$ cat src/rtl/tf_seq_pkg.sv
package tf_seq_pkg;
  localparam int unsigned DW    = 8;
  localparam int unsigned AW    = 4;
  localparam int unsigned N_RES = 12;

  localparam logic [AW-1:0] A_FEAT = 4'h1;
  localparam logic [AW-1:0] A_DEV  = 4'h6;
  localparam logic [AW-1:0] A_STAT = 4'h7;
  localparam logic [AW-1:0] A_CTL  = 4'hE;

  typedef struct packed {
    logic          addr_ok;
    logic          lba48;
    logic          dev_ok;
    logic [DW-1:0] ctl;
    logic [DW-1:0] dev;
    logic [DW-1:0] hob_lbah;
    logic [DW-1:0] hob_lbam;
    logic [DW-1:0] hob_lbal;
    logic [DW-1:0] hob_nsect;
    logic [DW-1:0] hob_feat;
    logic [DW-1:0] lbah;
    logic [DW-1:0] lbam;
    logic [DW-1:0] lbal;
    logic [DW-1:0] nsect;
    logic [DW-1:0] feat;
  } tf_t;
endpackage

$ cat src/rtl/tf_seq_step.sv
module tf_seq_step
  import tf_seq_pkg::*;
#(
  parameter int unsigned STEP_W  = 4,
  parameter int unsigned HOB_BIT = 7
) (
  input  logic              is_load_i,
  input  logic [STEP_W-1:0] step_i,
  input  tf_t               tf_i,
  input  logic              cache_hit_i,
  output logic              valid_o,
  output logic              we_o,
  output logic [AW-1:0]     addr_o,
  output logic [DW-1:0]     wdata_o,
  output logic              cap_en_o,
  output logic [3:0]        cap_idx_o,
  output logic              ctl_upd_o,
  output logic              last_o
);
  localparam int unsigned LOAD_LAST = 11;
  localparam int unsigned READ_LAST = 13;

  function automatic logic [DW-1:0] pick(tf_t t, logic hob, int unsigned i);
    case (i)
      1: pick = hob ? t.hob_feat  : t.feat;
      2: pick = hob ? t.hob_nsect : t.nsect;
      3: pick = hob ? t.hob_lbal  : t.lbal;
      4: pick = hob ? t.hob_lbam  : t.lbam;
      default: pick = hob ? t.hob_lbah : t.lbah;
    endcase
  endfunction

  int unsigned s;
  logic [DW-1:0] hob_mask;
  assign s = int'(step_i);
  assign hob_mask = DW'(1) << HOB_BIT;

  always_comb begin
    valid_o   = 1'b0;
    we_o      = 1'b0;
    addr_o    = '0;
    wdata_o   = '0;
    cap_en_o  = 1'b0;
    cap_idx_o = '0;
    ctl_upd_o = 1'b0;
    if (is_load_i) begin
      last_o = (s == LOAD_LAST);
      we_o   = 1'b1;
      if (s == 0) begin
        valid_o   = !cache_hit_i;
        addr_o    = A_CTL;
        wdata_o   = tf_i.ctl;
        ctl_upd_o = 1'b1;
      end else if (s <= 5) begin
        valid_o = tf_i.addr_ok && tf_i.lba48;
        addr_o  = AW'(s);
        wdata_o = pick(tf_i, 1'b1, s);
      end else if (s <= 10) begin
        valid_o = tf_i.addr_ok;
        addr_o  = AW'(s - 5);
        wdata_o = pick(tf_i, 1'b0, s - 5);
      end else begin
        valid_o = tf_i.dev_ok && (s == LOAD_LAST);
        addr_o  = A_DEV;
        wdata_o = tf_i.dev;
      end
    end else begin
      last_o = (s == READ_LAST);
      if (s == 0) begin
        valid_o  = 1'b1;
        addr_o   = A_STAT;
        cap_en_o = 1'b1;
      end else if (s <= 6) begin
        valid_o   = 1'b1;
        addr_o    = AW'(s);
        cap_en_o  = 1'b1;
        cap_idx_o = 4'(s);
      end else if (s == 7) begin
        valid_o = tf_i.lba48;
        we_o    = 1'b1;
        addr_o  = A_CTL;
        wdata_o = tf_i.ctl | hob_mask;
      end else if (s <= 12) begin
        valid_o   = tf_i.lba48;
        addr_o    = AW'(s - 7);
        cap_en_o  = 1'b1;
        cap_idx_o = 4'(s - 1);
      end else begin
        valid_o   = tf_i.lba48 && (s == READ_LAST);
        we_o      = 1'b1;
        addr_o    = A_CTL;
        wdata_o   = tf_i.ctl;
        ctl_upd_o = 1'b1;
      end
    end
  end
endmodule

$ cat src/rtl/tf_seq_ctl_cache.sv
module tf_seq_ctl_cache
  import tf_seq_pkg::*;
(
  input  logic          clk_i,
  input  logic          rst_ni,
  input  logic          upd_i,
  input  logic [DW-1:0] din_i,
  input  logic [DW-1:0] cmp_i,
  output logic          hit_o
);
  logic          vld_q;
  logic [DW-1:0] val_q;

  always_ff @(posedge clk_i or negedge rst_ni) begin
    if (!rst_ni) begin
      vld_q <= 1'b0;
      val_q <= '0;
    end else if (upd_i) begin
      vld_q <= 1'b1;
      val_q <= din_i;
    end
  end

  assign hit_o = vld_q && (val_q == cmp_i);
endmodule

$ cat src/rtl/tf_seq_capture.sv
module tf_seq_capture
  import tf_seq_pkg::*;
(
  input  logic                     clk_i,
  input  logic                     rst_ni,
  input  logic                     en_i,
  input  logic [3:0]               idx_i,
  input  logic [DW-1:0]            din_i,
  output logic [N_RES-1:0][DW-1:0] res_o
);
  for (genvar g = 0; g < N_RES; g++) begin : g_fld
    always_ff @(posedge clk_i or negedge rst_ni) begin
      if (!rst_ni) res_o[g] <= '0;
      else if (en_i && (idx_i == 4'(g))) res_o[g] <= din_i;
    end
  end
endmodule

$ cat src/rtl/tf_seq.sv
module tf_seq
  import tf_seq_pkg::*;
#(
  parameter int unsigned STEP_W  = 4,
  parameter int unsigned HOB_BIT = 7
) (
  input  logic          clk_i,
  input  logic          rst_ni,
  input  logic          load_req_i,
  input  logic          read_req_i,
  input  logic          addr_ok_i,
  input  logic          lba48_i,
  input  logic          dev_ok_i,
  input  logic [7:0]    ctl_i,
  input  logic [7:0]    dev_i,
  input  logic [7:0]    feat_i,
  input  logic [7:0]    nsect_i,
  input  logic [7:0]    lbal_i,
  input  logic [7:0]    lbam_i,
  input  logic [7:0]    lbah_i,
  input  logic [7:0]    hob_feat_i,
  input  logic [7:0]    hob_nsect_i,
  input  logic [7:0]    hob_lbal_i,
  input  logic [7:0]    hob_lbam_i,
  input  logic [7:0]    hob_lbah_i,
  output logic          busy_o,
  output logic          reg_req_o,
  output logic          reg_we_o,
  output logic [3:0]    reg_addr_o,
  output logic [7:0]    reg_wdata_o,
  input  logic          reg_done_i,
  input  logic [7:0]    reg_rdata_i,
  output logic [7:0]    status_o,
  output logic [7:0]    error_o,
  output logic [7:0]    nsect_o,
  output logic [7:0]    lbal_o,
  output logic [7:0]    lbam_o,
  output logic [7:0]    lbah_o,
  output logic [7:0]    dev_o,
  output logic [7:0]    hob_error_o,
  output logic [7:0]    hob_nsect_o,
  output logic [7:0]    hob_lbal_o,
  output logic [7:0]    hob_lbam_o,
  output logic [7:0]    hob_lbah_o
);
  logic              run_q, load_q;
  logic [STEP_W-1:0] step_q;
  tf_t               tf_q, tf_d;
  logic              st_valid, st_we, st_cap, st_upd, st_last, cache_hit;
  logic [AW-1:0]     st_addr;
  logic [DW-1:0]     st_wdata;
  logic [3:0]        st_idx;
  logic              accept, advance, xfer_done;
  logic [N_RES-1:0][DW-1:0] res;

  assign tf_d = '{addr_ok: addr_ok_i, lba48: lba48_i, dev_ok: dev_ok_i,
                  ctl: ctl_i, dev: dev_i,
                  hob_lbah: hob_lbah_i, hob_lbam: hob_lbam_i, hob_lbal: hob_lbal_i,
                  hob_nsect: hob_nsect_i, hob_feat: hob_feat_i,
                  lbah: lbah_i, lbam: lbam_i, lbal: lbal_i,
                  nsect: nsect_i, feat: feat_i};

  assign accept    = !run_q && (load_req_i || read_req_i);
  assign xfer_done = reg_req_o && reg_done_i;
  // skipped steps cost one idle cycle each
  assign advance   = run_q && (!st_valid || reg_done_i);

  always_ff @(posedge clk_i or negedge rst_ni) begin
    if (!rst_ni) begin
      run_q  <= 1'b0;
      load_q <= 1'b0;
      step_q <= '0;
      tf_q   <= '0;
    end else if (accept) begin
      run_q  <= 1'b1;
      load_q <= load_req_i;
      step_q <= '0;
      tf_q   <= tf_d;
    end else if (advance) begin
      if (st_last) run_q <= 1'b0;
      else step_q <= step_q + 1'b1;
    end
  end

  tf_seq_step #(.STEP_W(STEP_W), .HOB_BIT(HOB_BIT)) i_step (
    .is_load_i  (load_q),
    .step_i     (step_q),
    .tf_i       (tf_q),
    .cache_hit_i(cache_hit),
    .valid_o    (st_valid),
    .we_o       (st_we),
    .addr_o     (st_addr),
    .wdata_o    (st_wdata),
    .cap_en_o   (st_cap),
    .cap_idx_o  (st_idx),
    .ctl_upd_o  (st_upd),
    .last_o     (st_last)
  );

  tf_seq_ctl_cache i_cache (
    .clk_i (clk_i),
    .rst_ni(rst_ni),
    .upd_i (xfer_done && st_upd),
    .din_i (tf_q.ctl),
    .cmp_i (tf_q.ctl),
    .hit_o (cache_hit)
  );

  tf_seq_capture i_cap (
    .clk_i (clk_i),
    .rst_ni(rst_ni),
    .en_i  (xfer_done && st_cap),
    .idx_i (st_idx),
    .din_i (reg_rdata_i),
    .res_o (res)
  );

  assign busy_o      = run_q;
  assign reg_req_o   = run_q && st_valid;
  assign reg_we_o    = st_we;
  assign reg_addr_o  = st_addr;
  assign reg_wdata_o = st_wdata;

  assign status_o    = res[0];
  assign error_o     = res[1];
  assign nsect_o     = res[2];
  assign lbal_o      = res[3];
  assign lbam_o      = res[4];
  assign lbah_o      = res[5];
  assign dev_o       = res[6];
  assign hob_error_o = res[7];
  assign hob_nsect_o = res[8];
  assign hob_lbal_o  = res[9];
  assign hob_lbam_o  = res[10];
  assign hob_lbah_o  = res[11];
endmodule

$ cat config.mk
export PLATFORM = sky130hd
export DESIGN_NAME = tf_seq
export DESIGN_NICKNAME = d
export VERILOG_FILES = /design/src/rtl/tf_seq_pkg.sv /design/src/rtl/tf_seq_step.sv /design/src/rtl/tf_seq_ctl_cache.sv /design/src/rtl/tf_seq_capture.sv /design/src/rtl/tf_seq.sv
export SDC_FILE = /design/constraint.sdc
export NUM_CORES = 1
export LEC_CHECK = 0
export BUFFER_PORTS_ARGS = -buffer_cell sky130_fd_sc_hd__buf_2
export CAP_MARGIN = 0
export CORE_MARGIN = 1
export CORE_UTILIZATION = 39
export DETAILED_ROUTE_END_ITERATION = 10
export GPL_TIMING_DRIVEN = 0
export HOLD_SLACK_MARGIN = 0.06
export PLACE_DENSITY = 0.69
export RECOVER_POWER = 50
export SETUP_SLACK_MARGIN = 0.2
export SYNTH_ARGS = -nofsm -noshare
export SYNTH_HDL_FRONTEND = slang
export SYNTH_SLANG_ARGS = --single-unit
$ cat constraint.sdc
create_clock -name clk_i -period 4.2 [get_ports clk_i]
set_input_delay 0.84 -clock clk_i [delete_from_list [all_inputs] [get_ports clk_i]]
set_output_delay 0.84 -clock clk_i [all_outputs]
set_load 0.01 [all_outputs]
==> impl_metrics.toml, run 1 <==
[timing]
maxSlewHeadroom_pct = -48.9
hold_viol = 0
drv_slew = 88
holdWs_ns = 0.496
setup_slack_ns = 0.0531
fmax_mhz = 241
worst_slew_pin_slew_ns = 2.23
setup_viol = 0
fin_crit_sh_pct = 98.7
rsz0062_at_grt = "yes"
skew_ns = 0.0198
min_period_ns = 4.15

[global_routing]
grt.met1_usage_pct = 27.8
grt_usage_pct = 20.7
gr-usage-met2_pct = 33.1
grt_first_pass_wirelength_um = 41500
busiest_layer = "met2"
grt_overflow = 0
antenna_found_initial = 2
use_met3_pct = 3.94
grt_max_degree = 124
grt_pass1_vias = 7366

[routing]
wl_per_cell_um = 19.7
drt_pass1_iterations = 8
detail-route-antenna-nets = 0
initialDrtViolationCount = 536
vias = 7302
vias_per_cell = 5.40
wl_um = 26700
drc_errors = 0

[logic_synthesis]
synth_area_um2 = 9590
synth_warnings = 0
yosys-top-cells-count = "dfrtp_1, mux2_2, clkbuf_1"
async_flop_share_pct = 100
synth_area_leader_cell = "dfrtp_1"
synth_edf_count = 0
synth.distinct_cells = 62
synthMostInstantiatedCell = "dfrtp_1"
synthTopCellsByArea = "dfrtp_1, mux2_2, a222oi_1"
seq_area_frac_synth_pct = 54.8
syn-instance-count = 742
syn-mean-instance-area_um2 = 12.9
synth_nets = 859
yosysTopAreaCellShare_pct = 54.8
synth-main-ff-cell = "dfrtp_1"
ys_ff_latch = 210

[final_layout]
final_cells = 1353
postLayoutCoreUtil_pct = 50.6
synthToLayoutAreaGrowth_pct = 27.8
drive_gt1_share_pct = 48.0
nets = 1130
nFillCells = 2161

[flow_run]
drv_cap = 1

[clocking]
clock-sinks = 210
ctsLongestPathBuffers = 3
clk_latency_ns = 0.52
htree_levels = 1
cts_buffers = 23
cts_root_buf = "clkbuf_16"
cts_tree = "built"
clk_pin_slew_worst_paths_ns = 0.06
cts-hold-fix-buffers = 0

[worst_hold_path]
holdPathEnd = "tf_q[96]"
hold_start = "tf_q[96]"
min_path_type = "flop to flop"
holdPathStages = 1

[setup_path]
cp_max_fo = 5
cpPeakStageDelay_ns = 0.43
path_buf_inv = 6
end_kind = "output pin"
path_delay_family = "compound AO/OA/AOI/OAI gates"
r2r_end = "i_cap.res_o[62]"
reg2reg_depth = 8
slowest_stage = "a222oi_1"
startpoint_type = "flop"
rrSetupSlack_ns = 0.63
arrival_ns = 3.31
r2r_start = "step_q[0]"
crit_chain = "clkbuf_8 -> buf_8 -> inv_8 -> ha_4 -> buf_6 -> nand2_4 -> or4_1 -> a32o_2 -> buf_8 -> a222oi_1 -> o22ai_1 -> a22o_1 -> buf_2"
critPathKind = "flop to output pin"
crit_top_cell = "buf_8"
cp.required_ns = 3.36

[floorplanning]
dieArea_um2 = 25200
die_w_um = 159
die_height_um = 159
rows = 57
coreArea_um2 = 24200
io_pins = 223
start_util_pct = 39.6

[status]
status = "complete, but fails checks"
violations = "capacitance limit, slew limit"

[placed_design]
dp_hpwl_um = 18900
gp_congestion = 0.880
io_buffers = 222
dp.cells = 1289
dp_slack_ns = -0.177

[pwr]
p_leak_nw = 5.74
ir_drop_mv = 0.417
powerDensity_nw_per_um2 = 850
p_total_mw = 10.4
==> stage by stage <==
step,cell area [µm²],TNS (ns)
4_1_cts,12100,0
6_report,12300,0
2_1_floorplan,9590,0
3_3_place_gp,11100,-265.81
3_5_place_dp,11200,-0.879
5_1_grt,12300,-0.0366
==> logic make-up after synthesis <==
| group | after synthesis | share of synthesized area [%] |
|---|---|---|
| flops | 210 | 54.8 |
| mux | 209 | 24.8 |
| compound gates | 123 | 9.12 |
| simple gates | 117 | 6.76 |
| buf+inv | 68 | 3.00 |
| xor+xnor | 10 | 0.913 |
| fa+ha+maj | 5 | 0.652 |
==> per-layer routing <==
metal / share of wire (%) / wire length, µm / up-vias
li1: - / - / 3296
met1: 43 / 11500 / 3616
met2: 46 / 12300 / 315
met3: 6.2 / 1660 / 73
met4: 4.4 / 1170 / 2
met5: 0.038 / 10 / -
==> power breakdown <==
group | internal (mW) | switching, mW
clock network | 1.19 | 0.803
registers | 2.97 | 0.566
logic | 2.32 | 2.57
==> worst register-to-register path, cell delays in order (launching register included) <==
cell      delay (ns)
dfrtp_1         0.39
buf_4           0.14
buf_4           0.13
ha_2            0.26
and3_1          0.28
a221oi_1        0.71
nand4_1         0.31
nor3_2          0.79
mux2_2          0.42
==> area by class of cell <==
type	count	area (µm²)	share of cell area (%)
Sequential cell	210	5260	42.9
Antenna cell	1	2.50	0.0204
Multi-Input combinational cell	464	4210	34.4
Clock inverter	8	101	0.826
Tap cell	324	405	3.31
Timing Repair Buffer	246	1250	10.2
Clock buffer	32	639	5.21
Inverter	13	63.8	0.520
Buffer	55	332	2.70
==> registers in the layout (all words and copies together) (netlist names) <==
name	count
i_cache.val_q	8
step_q	4
busy_o	1
i_cap.res_o	96
tf_q	99
load_q	1
i_cache.vld_q	1
==> cell usage in the layout, fill, tap and decap left out, types with 6 or more instances in the layout <==
cell and n:
nand2b_1 7, inv_1 11, clkbuf_1 87, clkbuf_16 23, nor2_1 23, dfrtp_1 209, mux2_2 196, nand3_1 11
a222oi_1 22, clkbuf_2 9, o21ai_1 8, a21oi_1 25, mux2_4 8, buf_4 24, o22ai_1 6, buf_8 6
nand2_1 27, buf_2 172, xnor2_1 10, o21ai_0 14
==> how the worst max path moves through the flow <==
stage	from	endpoint	slack (ns)	cells after the start
after floorplan	step_q[0]	reg_wdata_o[3]	0.56	12
after global placement	rst_ni	tf_q[21]	-1.28	1
after detailed placement	step_q[0]	reg_wdata_o[7]	-0.18	14
after CTS	step_q[0]	reg_wdata_o[5]	0.06	13
after global routing	step_q[0]	reg_wdata_o[3]	-0.04	13
final	step_q[0]	reg_wdata_o[5]	0.05	13
==> repair_timing <==
action                     4_1_cts  5_1_grt
resized for setup               45       50
pin swaps                       13       18
setup endpoints to repair       12       11
cloned                           0        0
setup buffers                   14        9
No activity file was read; power rests on OpenSTA's default activity.
==> inputs of run 2 (changes only) <==
--- a/config.mk
+++ b/config.mk
@@ -5,11 +5,12 @@
 export SDC_FILE = /design/constraint.sdc
 export NUM_CORES = 1
 export LEC_CHECK = 0
-export BUFFER_PORTS_ARGS = -buffer_cell sky130_fd_sc_hd__buf_2
+export BUFFER_PORTS_ARGS = -buffer_cell sky130_fd_sc_hd__buf_4
 export CAP_MARGIN = 0
 export CORE_MARGIN = 1
 export CORE_UTILIZATION = 39
 export DETAILED_ROUTE_END_ITERATION = 10
+export GPL_ROUTABILITY_DRIVEN = 0
 export GPL_TIMING_DRIVEN = 0
 export HOLD_SLACK_MARGIN = 0.06
 export PLACE_DENSITY = 0.69
==> impl_metrics.toml, run 2 (synthesized netlist as in run 1, its figures left out) <==
[status]
violations = "capacitance limit, slew limit"
status = "complete, but fails checks"

[setup_path]
path_buf_inv = 5
rrSetupSlack_ns = 0.66
startpoint_type = "flop"
crit_top_cell = "buf_4"
critPathKind = "flop to output pin"
end_kind = "output pin"
cp.required_ns = 3.36
reg2reg_depth = 11
r2r_start = "step_q[0]"
crit_chain = "buf_4 -> buf_4 -> ha_4 -> clkbuf_8 -> nand2_1 -> or4_4 -> a32o_2 -> buf_8 -> a222oi_1 -> o22ai_1 -> a22o_1 -> buf_6"
cp_max_fo = 5
r2r_end = "i_cap.res_o[63]"
cpPeakStageDelay_ns = 0.49
arrival_ns = 3.28
slowest_stage = "or4_4"
path_delay_family = "compound AO/OA/AOI/OAI gates"

[pwr]
p_leak_nw = 5.87
powerDensity_nw_per_um2 = 841
ir_drop_mv = 0.393

[worst_hold_path]
min_path_type = "flop to flop"
holdPathEnd = "i_cache.vld_q"
hold_start = "i_cache.vld_q"
holdPathStages = 1

[global_routing]
grt_overflow = 0
grt_pass1_vias = 7252
grt_max_degree = 88
antenna_found_initial = 0
grt_usage_pct = 20.9
grt_first_pass_wirelength_um = 41400

[clocking]
cts_tree = "built"
clk_latency_ns = 0.51
htree_levels = 1
ctsLongestPathBuffers = 3
clock-sinks = 210
clk_pin_slew_worst_paths_ns = 0.06
cts-hold-fix-buffers = 0
cts_buffers = 23
cts_root_buf = "clkbuf_16"

[routing]
drt_pass1_iterations = 8
vias = 7263
wl_per_cell_um = 19.8
drc_errors = 0
vias_per_cell = 5.38
detail-route-antenna-nets = 0
initialDrtViolationCount = 465
wl_um = 26800

[placed_design]
dp_hpwl_um = 19100
io_buffers = 222
dp.cells = 1290
place_area_um2 = 11700

[final_layout]
stdcell_area_um2 = 12700
nets = 1129
synthToLayoutAreaGrowth_pct = 32.5
nFillCells = 2153
largest_register_ffs = 99
layout_common_cells = "dfrtp_1, mux2_2, buf_4, clkbuf_1"
top_regs = "tf_q: 99 flops, i_cap.res_o: 96 flops, i_cache.val_q: 8 flops"
max_flop_register = "tf_q"
multi_input_area_um2 = 4160
postLayoutCoreUtil_pct = 52.4
layout_commonest_cell = "dfrtp_1"
drive_gt1_share_pct = 47.4
ff_latch_area_um2 = 5260
final_cells = 1351
num_antenna_cells = 0

[floorplanning]
io_pins = 223
start_util_pct = 39.6
die_height_um = 159
die_w_um = 159
dieArea_um2 = 25200
rows = 57
coreArea_um2 = 24200

[flow_run]
drv_cap = 1

[timing]
holdWs_ns = 0.499
setup_viol = 0
worst_slew_pin_slew_ns = 3.10
hold_viol = 0
fin_crit_sh_pct = 98.1
min_period_ns = 4.12
fmax_mhz = 243
skew_ns = 0.0146
drv_slew = 52
maxSlewHeadroom_pct = -106
rsz0062_at_grt = "yes"
## run 2: cell count changes in the layout (fill, tap and decap cells not counted), moves of 2 or more
cell,previous run,this run
clkbuf_2,9,6
clkbuf_1,87,85
a21oi_1,25,28
a2111oi_2,1,3
buf_4,24,189
buf_2,172,5
clkbuf_8,4,10
buf_8,6,4
clkinv_4,2,0
buf_6,3,7
a21oi_2,3,0
## run 2: power by group
part	internal [mW]	switching, mW	total [mW]
registers	2.97	0.564	3.53
clock network	1.32	0.798	2.12
logic	2.49	2.55	5.03
total	6.78	3.91	10.7
## run 2: routing by layer
metal  global-route usage, %  part of all wire (%)
met1                    28.0                    43
met4                    9.00                   4.7
met2                    33.0                    46
met3                    3.97                   6.4
met5                       0                     0
## run 2: layout make-up
cell class                      count  share of cell area, %
Buffer                             54                   2.60
Clock buffer                       34                   5.48
Clock inverter                      6                  0.827
Inverter                           13                  0.502
Multi-Input combinational cell    464                   32.7
Sequential cell                   210                   41.4
Tap cell                          324                   3.19
Timing Repair Buffer              246                   13.3
## run 2: how the worst max path moves through the flow
stage / start / end / slack (ns) / cells after the start
after floorplan: step_q[0] / reg_wdata_o[3] / 0.56 / 12
after global placement: step_q[0] / reg_wdata_o[1] / -0.40 / 9
after detailed placement: step_q[0] / reg_wdata_o[6] / -0.11 / 13
after CTS: step_q[0] / reg_wdata_o[6] / 0.07 / 13
after global routing: step_q[0] / reg_wdata_o[3] / -0.04 / 12
final: step_q[0] / reg_wdata_o[5] / 0.08 / 12
## run 2: timing repair
item / 4_1_cts / 5_1_grt
setup buffers: 13 / 9
resized for setup: 49 / 41
pin swaps: 13 / 20
endpoints found under the setup margin: 11 / 8
## run 2: through the flow
| step | setup slack, ns | TNS, ns | total power [mW] |
|---|---|---|---|
| final | 0.0780 | 0 | 10.7 |
| after global routing | -0.0439 | -0.0535 | 11.3 |
| after CTS | 0.0702 | 0 | 10.7 |
| after detailed placement | -0.109 | -0.393 | 8.27 |
| after global placement | -0.404 | -2.48 | 8.13 |
| after floorplan | 0.556 | 0 | 6.33 |
## run 2: worst register-to-register path, delay by kind of cell, from the launching register on
family / cells / cell delay, ns
fa+ha+maj: 1 / 0.11
flops: 1 / 0.40
mux: 1 / 0.42
simple gates: 3 / 1.16
compound gates: 1 / 0.75
buf+inv: 5 / 0.58
==> inputs of run 3 (changes only) <==
--- a/config.mk
+++ b/config.mk
@@ -5,13 +5,13 @@
 export SDC_FILE = /design/constraint.sdc
 export NUM_CORES = 1
 export LEC_CHECK = 0
+export ABC_CLOCK_PERIOD_IN_PS = 4200
 export BUFFER_PORTS_ARGS = -buffer_cell sky130_fd_sc_hd__buf_4
 export CAP_MARGIN = 0
 export CORE_MARGIN = 1
 export CORE_UTILIZATION = 39
 export DETAILED_ROUTE_END_ITERATION = 10
 export GPL_ROUTABILITY_DRIVEN = 0
-export GPL_TIMING_DRIVEN = 0
 export HOLD_SLACK_MARGIN = 0.06
 export PLACE_DENSITY = 0.69
 export RECOVER_POWER = 50
==> impl_metrics.toml, run 3 (synthesized netlist as in run 1, its figures left out) <==
[setup_path]
reg2reg_depth = 9
r2r_start = "step_q[0]"
rrSetupSlack_ns = 0.73
critPathKind = "flop to output pin"
cp.required_ns = 3.36
end_kind = "output pin"
cp_max_fo = 8
r2r_end = "i_cap.res_o[23]"
arrival_ns = 3.12
startpoint_type = "flop"

[final_layout]
largest_register_ffs = 99
postLayoutCoreUtil_pct = 50.7
max_flop_register = "tf_q"
nFillCells = 2174
top_regs = "tf_q: 99 flops, i_cap.res_o: 96 flops, i_cache.val_q: 8 flops"
drive_gt1_share_pct = 48.9
synthToLayoutAreaGrowth_pct = 28.1
layout_commonest_cell = "dfrtp_1"
final_cells = 1290
layout_common_cells = "dfrtp_1, buf_4, mux2_2, clkbuf_1, a21oi_1"
stdcell_area_um2 = 12300
nets = 1070
num_antenna_cells = 0

[timing]
setup_slack_ns = 0.235
min_period_ns = 3.96
holdWs_ns = 0.495
setup_viol = 0
rsz0062_at_grt = "yes"
drv_slew = 113
fin_tns_setup_ns = 0
skew_ns = 0.0266
maxSlewHeadroom_pct = -50.0
fmax_mhz = 252
hold_viol = 0
fin_crit_sh_pct = 94.4
worst_slew_pin_slew_ns = 2.25

[routing]
detail-route-antenna-nets = 0
drt_pass1_iterations = 10
wl_um = 25300
drc_errors = 0
vias_per_cell = 5.41
initialDrtViolationCount = 539
wl_per_cell_um = 19.6
vias = 6984

[global_routing]
grt_overflow = 0
antenna_found_initial = 0
grt_pass1_vias = 6955
grt_max_degree = 92
grt_usage_pct = 19.9
grt_first_pass_wirelength_um = 39700

[floorplanning]
die_w_um = 159
dieArea_um2 = 25200
rows = 57
coreArea_um2 = 24200
start_util_pct = 39.6
die_height_um = 159
io_pins = 223

[clocking]
clk_pin_slew_worst_paths_ns = 0.06
htree_levels = 1
cts_root_buf = "clkbuf_16"
cts_buffers = 23
cts_tree = "built"
cts-hold-fix-buffers = 0
ctsLongestPathBuffers = 3
clk_latency_ns = 0.52
clock-sinks = 210

[status]
violations = "capacitance limit, slew limit"
status = "complete, but fails checks"

[worst_hold_path]
holdPathEnd = "i_cache.vld_q"
min_path_type = "flop to flop"
hold_start = "i_cache.vld_q"
holdPathStages = 1

[pwr]
p_total_mw = 10.2
ir_drop_mv = 0.411
powerDensity_nw_per_um2 = 832
p_leak_nw = 5.70

[placed_design]
dp_hpwl_um = 18200
dp_slack_ns = 0.597
io_buffers = 222
dp.cells = 1248
place_area_um2 = 11600

[flow_run]
drv_cap = 2
[run 3: cell types whose count changed in the layout (fill, tap and decap cells not counted), moves of 4 or more]
| cell | change |
|---|---|
| clkbuf_1 | -46 |
| buf_4 | +8 |
| clkbuf_8 | -6 |
| buf_2 | -5 |
| buf_6 | -5 |
| o21ai_0 | +5 |
| buf_8 | -4 |
| o21ai_1 | -4 |
[run 3: what timing repair did]
action / in CTS / in global routing
resized for setup: 12 / 15
pin swaps: 5 / 6
setup buffers: 1 / 2
cloned: 1 / 0
setup endpoints to repair: 8 / 8
[run 3: worst max-delay path: stages, from the launching register on]
cell and delay, ns:
dfrtp_2 0.44, inv_2 0.09, ha_2 0.19, buf_6 0.13, nand2_2 0.08, or4_4 0.44, a32o_2 0.28, a222oi_1 0.40
o22ai_1 0.17, a22o_1 0.22, buf_4 0.15
[run 3: report_power, final]
part / switching, mW / internal (mW)
Combinational: 2.31 / 2.31
Sequential: 0.625 / 2.97
Clock: 0.797 / 1.20
[run 3: area by class of cell]
cell class / instances / area (µm²) / area share [%]
Clock buffer: 30 / 642 / 5.23
Clock inverter: 8 / 101 / 0.825
Inverter: 13 / 48.8 / 0.397
Multi-Input combinational cell: 465 / 4140 / 33.7
Sequential cell: 210 / 5260 / 42.8
Tap cell: 324 / 405 / 3.30
Timing Repair Buffer: 240 / 1690 / 13.8
[run 3: worst max-delay path by stage]
stage,startpoint,endpoint,cells past startpoint
global placement,step_q[1],reg_wdata_o[7],8
finish,step_q[0],reg_wdata_o[6],10
detailed placement,step_q[2],reg_wdata_o[7],8
global route,step_q[0],reg_wdata_o[6],10
CTS,step_q[0],reg_wdata_o[5],10
floorplan,step_q[0],reg_wdata_o[3],12
[run 3: metal layers]
layer,vias up,wire length [µm],track usage (%)
met2,300,11900,32.1
met5,-,0,0
met1,3460,11000,27.1
li1,3169,-,-
met3,55,1540,3.16
met4,0,903,7.15
